`src/rtl/rpt_pkg.sv`:
```
package rpt_pkg;

  typedef enum logic [2:0] {
    CM_NONE    = 3'd0,
    CM_BYPASS  = 3'd1,
    CM_WTHRU   = 3'd2,
    CM_WBACK   = 3'd3,
    CM_ISOLATE = 3'd4
  } cacheMode_e;

  typedef struct packed {
    logic       rd;
    logic       wr;
    logic       ex;
    cacheMode_e cache;
  } accessInfo_t;

  // strobes from control to datapath
  typedef struct packed {
    logic wrInstr;
    logic wrData;
    logic capture;
    logic useData;
    logic fallback;
    logic wantExec;
    logic wantWrite;
  } ctlStrobe_t;

  localparam int CAUSE_W = 6;
  localparam logic [CAUSE_W-1:0] CAUSE_OK    = 6'd0;
  localparam logic [CAUSE_W-1:0] CAUSE_FETCH = 6'd20;
  localparam logic [CAUSE_W-1:0] CAUSE_LOAD  = 6'd28;
  localparam logic [CAUSE_W-1:0] CAUSE_STORE = 6'd29;

  // fallbackTbl narrows the decode: code 5 is only defined in region mode
  function automatic accessInfo_t decodeAttr(input logic [3:0] code,
                                             input logic fallbackTbl);
    accessInfo_t r;
    r = '{rd: 1'b0, wr: 1'b0, ex: 1'b0, cache: CM_NONE};
    unique case (code)
      4'd0:  r = '{rd: 1'b1, wr: 1'b1, ex: 1'b0, cache: CM_WTHRU};
      4'd1:  r = '{rd: 1'b1, wr: 1'b1, ex: 1'b1, cache: CM_WTHRU};
      4'd2:  r = '{rd: 1'b1, wr: 1'b1, ex: 1'b1, cache: CM_BYPASS};
      4'd3:  r = '{rd: 1'b0, wr: 1'b0, ex: 1'b1, cache: CM_WBACK};
      4'd4:  r = '{rd: 1'b1, wr: 1'b1, ex: 1'b1, cache: CM_WBACK};
      4'd5:  if (!fallbackTbl)
               r = '{rd: 1'b1, wr: 1'b1, ex: 1'b1, cache: CM_WBACK};
      4'd14: r = '{rd: 1'b1, wr: 1'b1, ex: 1'b0, cache: CM_ISOLATE};
      default: r = '{rd: 1'b0, wr: 1'b0, ex: 1'b0, cache: CM_NONE};
    endcase
    return r;
  endfunction

endpackage

```
`src/rtl/rpt_region_table.sv`:
```
module rpt_region_table #(
  parameter int REGION_BITS = 3,
  parameter int ATTR_W      = 4,
  parameter int RESET_ATTR  = 2
) (
  input  logic                   clk,
  input  logic                   rstN,
  input  logic                   wrEn,
  input  logic [REGION_BITS-1:0] wrIdx,
  input  logic [REGION_BITS-1:0] wrBase,
  input  logic [ATTR_W-1:0]      wrAttr,
  input  logic [REGION_BITS-1:0] rdIdx,
  output logic [REGION_BITS-1:0] rdBase,
  output logic [ATTR_W-1:0]      rdAttr
);
  localparam int NUM_REGIONS = 1 << REGION_BITS;

  logic [REGION_BITS-1:0] baseQ [NUM_REGIONS];
  logic [ATTR_W-1:0]      attrQ [NUM_REGIONS];

  for (genvar gi = 0; gi < NUM_REGIONS; gi++) begin : gEntry
    always_ff @(posedge clk or negedge rstN) begin
      if (!rstN) begin
        baseQ[gi] <= REGION_BITS'(gi);
        attrQ[gi] <= ATTR_W'(RESET_ATTR);
      end else if (wrEn && (wrIdx == REGION_BITS'(gi))) begin
        baseQ[gi] <= wrBase;
        attrQ[gi] <= wrAttr;
      end
    end
  end

  assign rdBase = baseQ[rdIdx];
  assign rdAttr = attrQ[rdIdx];
endmodule

```
`src/rtl/rpt_ctrl.sv`:
```
module rpt_ctrl
  import rpt_pkg::*;
(
  input  logic       clk,
  input  logic       rstN,
  input  logic       cfgWrEn,
  input  logic       cfgSideData,
  input  logic       modeFallback,
  input  logic       reqValid,
  input  logic       reqFetch,
  input  logic       reqWrite,
  output ctlStrobe_t strobe,
  output logic       rspValid
);
  always_comb begin
    strobe.wrInstr   = cfgWrEn && !cfgSideData;
    strobe.wrData    = cfgWrEn && cfgSideData;
    strobe.capture   = reqValid;
    strobe.useData   = !reqFetch;
    strobe.fallback  = modeFallback;
    strobe.wantExec  = reqFetch;
    strobe.wantWrite = !reqFetch && reqWrite;
  end

  always_ff @(posedge clk or negedge rstN) begin
    if (!rstN) rspValid <= 1'b0;
    else       rspValid <= reqValid;
  end
endmodule

```
`src/rtl/rpt_datapath.sv`:
```
module rpt_datapath
  import rpt_pkg::*;
#(
  parameter int ADDR_W      = 32,
  parameter int REGION_BITS = 3,
  parameter int ATTR_W      = 4
) (
  input  logic                                 clk,
  input  logic                                 rstN,
  input  ctlStrobe_t                           strobe,
  input  logic [REGION_BITS-1:0]               cfgIdx,
  input  logic [REGION_BITS-1:0]               cfgBase,
  input  logic [ATTR_W-1:0]                    cfgAttr,
  input  logic [(ATTR_W<<REGION_BITS)-1:0]     fallbackAttrs,
  input  logic [ADDR_W-1:0]                    reqAddr,
  output logic [ADDR_W-1:0]                    rspPaddr,
  output logic                                 rspRead,
  output logic                                 rspWrite,
  output logic                                 rspExec,
  output logic [2:0]                           rspCache,
  output logic [CAUSE_W-1:0]                   rspCause
);
  localparam int OFFS_W = ADDR_W - REGION_BITS;
  localparam int NSIDES = 2;

  logic [REGION_BITS-1:0] regionIdx;
  logic [REGION_BITS-1:0] sideBase [NSIDES];
  logic [ATTR_W-1:0]      sideAttr [NSIDES];
  logic [REGION_BITS-1:0] selBase;
  logic [ATTR_W-1:0]      selAttr;
  logic [ATTR_W-1:0]      fbAttr;
  logic [ATTR_W-1:0]      useAttr;
  accessInfo_t            info;
  logic [ADDR_W-1:0]      xlated;
  logic                   granted;
  logic [CAUSE_W-1:0]     causeNext;

  assign regionIdx = reqAddr[ADDR_W-1 -: REGION_BITS];

  // side 0 = instruction, side 1 = data
  for (genvar gs = 0; gs < NSIDES; gs++) begin : gSide
    logic sideWr;
    assign sideWr = (gs == 0) ? strobe.wrInstr : strobe.wrData;
    rpt_region_table #(
      .REGION_BITS(REGION_BITS),
      .ATTR_W     (ATTR_W),
      .RESET_ATTR (2)
    ) uTable (
      .clk   (clk),
      .rstN  (rstN),
      .wrEn  (sideWr),
      .wrIdx (cfgIdx),
      .wrBase(cfgBase),
      .wrAttr(cfgAttr),
      .rdIdx (regionIdx),
      .rdBase(sideBase[gs]),
      .rdAttr(sideAttr[gs])
    );
  end

  always_comb begin
    selBase = strobe.useData ? sideBase[1] : sideBase[0];
    selAttr = strobe.useData ? sideAttr[1] : sideAttr[0];
    fbAttr  = fallbackAttrs[regionIdx*ATTR_W +: ATTR_W];
    useAttr = strobe.fallback ? fbAttr : selAttr;
    info    = decodeAttr(useAttr, strobe.fallback);
    xlated  = strobe.fallback ? reqAddr : {selBase, reqAddr[OFFS_W-1:0]};
    if (strobe.wantExec)       granted = info.ex;
    else if (strobe.wantWrite) granted = info.wr;
    else                       granted = info.rd;
    if (granted)               causeNext = CAUSE_OK;
    else if (strobe.wantExec)  causeNext = CAUSE_FETCH;
    else if (strobe.wantWrite) causeNext = CAUSE_STORE;
    else                       causeNext = CAUSE_LOAD;
  end

  always_ff @(posedge clk or negedge rstN) begin
    if (!rstN) begin
      rspPaddr <= '0;
      rspRead  <= 1'b0;
      rspWrite <= 1'b0;
      rspExec  <= 1'b0;
      rspCache <= '0;
      rspCause <= '0;
    end else if (strobe.capture) begin
      rspPaddr <= granted ? xlated : '0;
      rspRead  <= info.rd;
      rspWrite <= info.wr;
      rspExec  <= info.ex;
      rspCache <= info.cache;
      rspCause <= causeNext;
    end
  end
endmodule

```
`src/rtl/region_xlate_unit.sv`:
```
module region_xlate_unit
  import rpt_pkg::*;
#(
  parameter int ADDR_W      = 32,
  parameter int REGION_BITS = 3,
  parameter int ATTR_W      = 4,
  localparam int FB_W       = ATTR_W << REGION_BITS
) (
  input  logic                   clk,
  input  logic                   rstN,
  input  logic                   cfgWrEn,
  input  logic                   cfgSideData,
  input  logic [REGION_BITS-1:0] cfgIdx,
  input  logic [REGION_BITS-1:0] cfgBase,
  input  logic [ATTR_W-1:0]      cfgAttr,
  input  logic                   modeFallback,
  input  logic [FB_W-1:0]        fallbackAttrs,
  input  logic                   reqValid,
  input  logic                   reqFetch,
  input  logic                   reqWrite,
  input  logic [ADDR_W-1:0]      reqAddr,
  output logic                   rspValid,
  output logic [ADDR_W-1:0]      rspPaddr,
  output logic                   rspRead,
  output logic                   rspWrite,
  output logic                   rspExec,
  output logic [2:0]             rspCache,
  output logic [CAUSE_W-1:0]     rspCause
);
  ctlStrobe_t strobe;

  rpt_ctrl uCtrl (
    .clk         (clk),
    .rstN        (rstN),
    .cfgWrEn     (cfgWrEn),
    .cfgSideData (cfgSideData),
    .modeFallback(modeFallback),
    .reqValid    (reqValid),
    .reqFetch    (reqFetch),
    .reqWrite    (reqWrite),
    .strobe      (strobe),
    .rspValid    (rspValid)
  );

  rpt_datapath #(
    .ADDR_W     (ADDR_W),
    .REGION_BITS(REGION_BITS),
    .ATTR_W     (ATTR_W)
  ) uPath (
    .clk          (clk),
    .rstN         (rstN),
    .strobe       (strobe),
    .cfgIdx       (cfgIdx),
    .cfgBase      (cfgBase),
    .cfgAttr      (cfgAttr),
    .fallbackAttrs(fallbackAttrs),
    .reqAddr      (reqAddr),
    .rspPaddr     (rspPaddr),
    .rspRead      (rspRead),
    .rspWrite     (rspWrite),
    .rspExec      (rspExec),
    .rspCache     (rspCache),
    .rspCause     (rspCause)
  );
endmodule

```
`config.mk`:
```
export PLATFORM = sky130hd
export DESIGN_NAME = region_xlate_unit
export DESIGN_NICKNAME = d
export VERILOG_FILES = /design/src/rtl/rpt_pkg.sv /design/src/rtl/rpt_region_table.sv /design/src/rtl/rpt_ctrl.sv /design/src/rtl/rpt_datapath.sv /design/src/rtl/region_xlate_unit.sv
export SDC_FILE = /design/constraint.sdc
export NUM_CORES = 1
export LEC_CHECK = 0
export BUFFER_PORTS_ARGS = -buffer_cell sky130_fd_sc_hd__buf_2
export CAP_MARGIN = 20
export CORE_ASPECT_RATIO = 0.75
export CORE_MARGIN = 1
export CORE_UTILIZATION = 33
export DETAILED_ROUTE_END_ITERATION = 10
export HOLD_SLACK_MARGIN = 0.06
export PLACE_DENSITY = 0.59
export SLEW_MARGIN = 20
export SYNTH_ARGS = -nofsm -noshare
export SYNTH_HDL_FRONTEND = slang
export SYNTH_SLANG_ARGS = --single-unit
```
`constraint.sdc`:
```
create_clock -name clk -period 2.7 [get_ports clk]
set_input_delay 0.54 -clock clk [delete_from_list [all_inputs] [get_ports clk]]
set_output_delay 0.54 -clock clk [all_outputs]
set_load 0.05 [all_outputs]
```
==> flow_summary.ini <==
[cells_and_area]
drive_above_1_share = 0.614
nets = 761
utilization = 0.421
final_common_cell = buf_2
most-common-layout-cells = 123 x buf_2, 115 x mux2_2, 113 x dfrtp_1
area_delta_synth_final_pct = 24.6

[synthesis]
synthAdderAreaFrac = 0
synthMuxAreaShare = 0.294
synth_compound_area_frac = 0.0925
syn_area_um2 = 7490
synthCells = 528
yosys.area_share.xor_xnor = 0
synthFlopType = dfrtp_1
synth-warning-count = 0
avgSynthCellArea_um2 = 14.2
yosysSeqAreaShare = 0.518
synthSimpleGateAreaFrac = 0.0514
async_reset_ff_frac = 1.00
synth_top_family_by_area = multiplexers
synth_edf_count = 0
synth-seq-cells = 153
synth_cell_type_count = 46

[placed_design]
dp_hpwl_um = 13100
gp_congestion = 0.832
io_buffers = 124

[setup_path]
reg2reg_to = uPath.rspPaddr[31]
cp.required_ps = 3050
cp.arrival_ps = 2890
worst_r2r_path_depth = 7
path_cells = buf_2, mux4_2, mux2_4, and2_4, or3b_4, o31ai_4, o2111ai_4, buf_12, o2bb2ai_1
cp_max_fo = 18
cp-start-kind = primary input
r2r_setup_slack_ps = 200
max_stage_delay_ps = 520
cp-end-kind = flip-flop
crit_slowest_cell = mux4_2
timing.rr.start = uPath.gSide[0].uTable.attrQ[9]
critical_path_class = primary input to flip-flop

[route]
ant_nets = 0
via_per_inst = 5.07
dr.pass1.iters = 4
wire_per_inst_um = 18.8
wl_um = 18600
via_count = 5002
drcViolationCount = 0
dr.first_iter.drc_count = 321

[timing]
fmax_mhz = 395
fin_crit_ps = 2530
hold_ws_ps = 94.0
skew_ps = 17.2
rsz0062_at_grt = no
relSlewSlack = 0.356
setup_violations = 0
finalCritPeriodShare = 0.938
slew_violations = 0
hold_violations = 0
tightestPinTransition_ps = 966

[power_and_ir_drop]
pwr-share-seq = 0.429
p_leak_nw = 4.21
swShare = 0.313
vdd_drop_max_mv = 0.491
pwr-share-clk = 0.331
totalPowerFinal_mw = 7.29
power.net_switching_mw = 2.28
internal_power_mw = 5.01
power_density_nw_per_um2 = 781
combPwrFrac = 0.239

[clocking]
cts_resized = 0
h-tree-depth = 4
cts_tree = done
cts_buffers = 17
ctsRootBufferMaster = clkbuf_16
post_cts_buffers = 0
clk_latency_ps = 430
clockBufferDepth = 2
clk_pin_slew_ps = 70
clock_sinks = 153
cts_hold_buffers = 0

[global_routing]
grt_pass1_vias = 5314
grt_pass1_wl_um = 29600
grt_max_degree = 66
grtUsageTotal = 0.168
antenna_found_initial = 0
overflow = 0

[die]
die_h_um = 133
rows = 47
die_area_um2 = 23300
ios = 127
fp.dieW_um = 176
floorplan.initialDensity = 0.338
core_area_um2 = 22200

[min_path]
hold_class = primary input to async pin

[run]
max_cap_viol_count = 0

[status]
outcome = complete, no violations
[metal layers]
layer	vias up	GRT usage	routed length [um]
li1	2235	-	-
met1	2623	0.239	9100
met2	127	0.256	8430
met3	17	0.0371	876
met4	0	0.0464	192
met5	-	0	0
[synthesized netlist by cell type (7+ instances only)]
| library cell | number | share of area |
|---|---|---|
| clkbuf_1 | 21 | 0.011 |
| buf_2 | 7 | 0.0047 |
| mux4_2 | 29 | 0.087 |
| nand2_1 | 19 | 0.0095 |
| o2bb2ai_2 | 29 | 0.058 |
| dfstp_2 | 40 | 0.14 |
| nand3b_1 | 7 | 0.0070 |
| a21oi_1 | 9 | 0.0060 |
| nor2_1 | 16 | 0.0080 |
| dfrtp_1 | 113 | 0.38 |
| nand2b_1 | 8 | 0.0067 |
| mux2_2 | 116 | 0.17 |
| buf_4 | 7 | 0.0070 |
| inv_1 | 31 | 0.016 |
| mux2i_1 | 22 | 0.029 |
[power groups by stage]
stage | sequential [mW] | clock, mW | combinational [mW]
after floorplan | 3.42 | 0 | 0.972
after global placement | 3.14 | 0 | 1.70
after detailed placement | 3.17 | 0 | 1.76
after CTS | 3.13 | 2.46 | 1.76
after global routing | 3.20 | 2.57 | 1.87
final | 3.13 | 2.41 | 1.75
[worst max-delay path: cells and delay by family]
family,cells,cell delay [ps]
compound gates,3,600
simple gates,2,550
buf+inv,2,380
mux,2,810
[layout make-up]
class / count / area, um2
Antenna cell: 1 / 2.50
Inverter: 32 / 120
Tap cell: 294 / 368
Fill cell: 2051 / 12800
Timing Repair Buffer: 170 / 1070
Clock buffer: 17 / 425
Multi-Input combinational cell: 305 / 3300
Sequential cell: 153 / 3880
Clock inverter: 15 / 168
[stage by stage]
stage          cell area (um2)  instances  setup WS [ps]  TNS, ps
4_1_cts                   9340        986            159        0
2_1_floorplan             7540        529          -63.8     -714
5_1_grt                   9340        986           14.0        0
3_5_place_dp              8740        954           -275    -8820
6_report                  9340        987            168        0
3_3_place_gp              8740        954           -209    -6620
[cell families (layout without fill, tap and decap cells)]
kind of cell | after synthesis | in the layout
AO/OA/AOI/OAI | 60 | 60
buffers and inverters | 71 | 234
flip-flops | 153 | 153
multiplexers | 168 | 168
other | 1 | 3
AND/OR/NAND/NOR | 75 | 75
[worst max-delay path by stage]
stage	start	endpoint	slack, ps	cells after the start
detailed placement	reqAddr[31]	uPath.rspPaddr[31]	-280	8
finish	reqAddr[29]	uPath.rspPaddr[31]	170	9
floorplan	reqAddr[29]	uPath.rspCause[2]	-60	9
global placement	reqAddr[29]	uPath.rspPaddr[0]	-210	9
CTS	reqAddr[29]	uPath.rspPaddr[31]	160	9
global route	reqAddr[29]	uPath.rspPaddr[31]	10	10
[flip-flops by register name, summed over array words and instances (netlist names)]
signal and cells:
uPath.gSide.uTable.attrQ 64, uPath.gSide.uTable.baseQ 48, uPath.rspPaddr 32, uPath.rspCache 3, uPath.rspCause 3, uCtrl.rspValid 1, uPath.rspExec 1, uPath.rspWrite 1
Power figures use the tool's default switching activity.
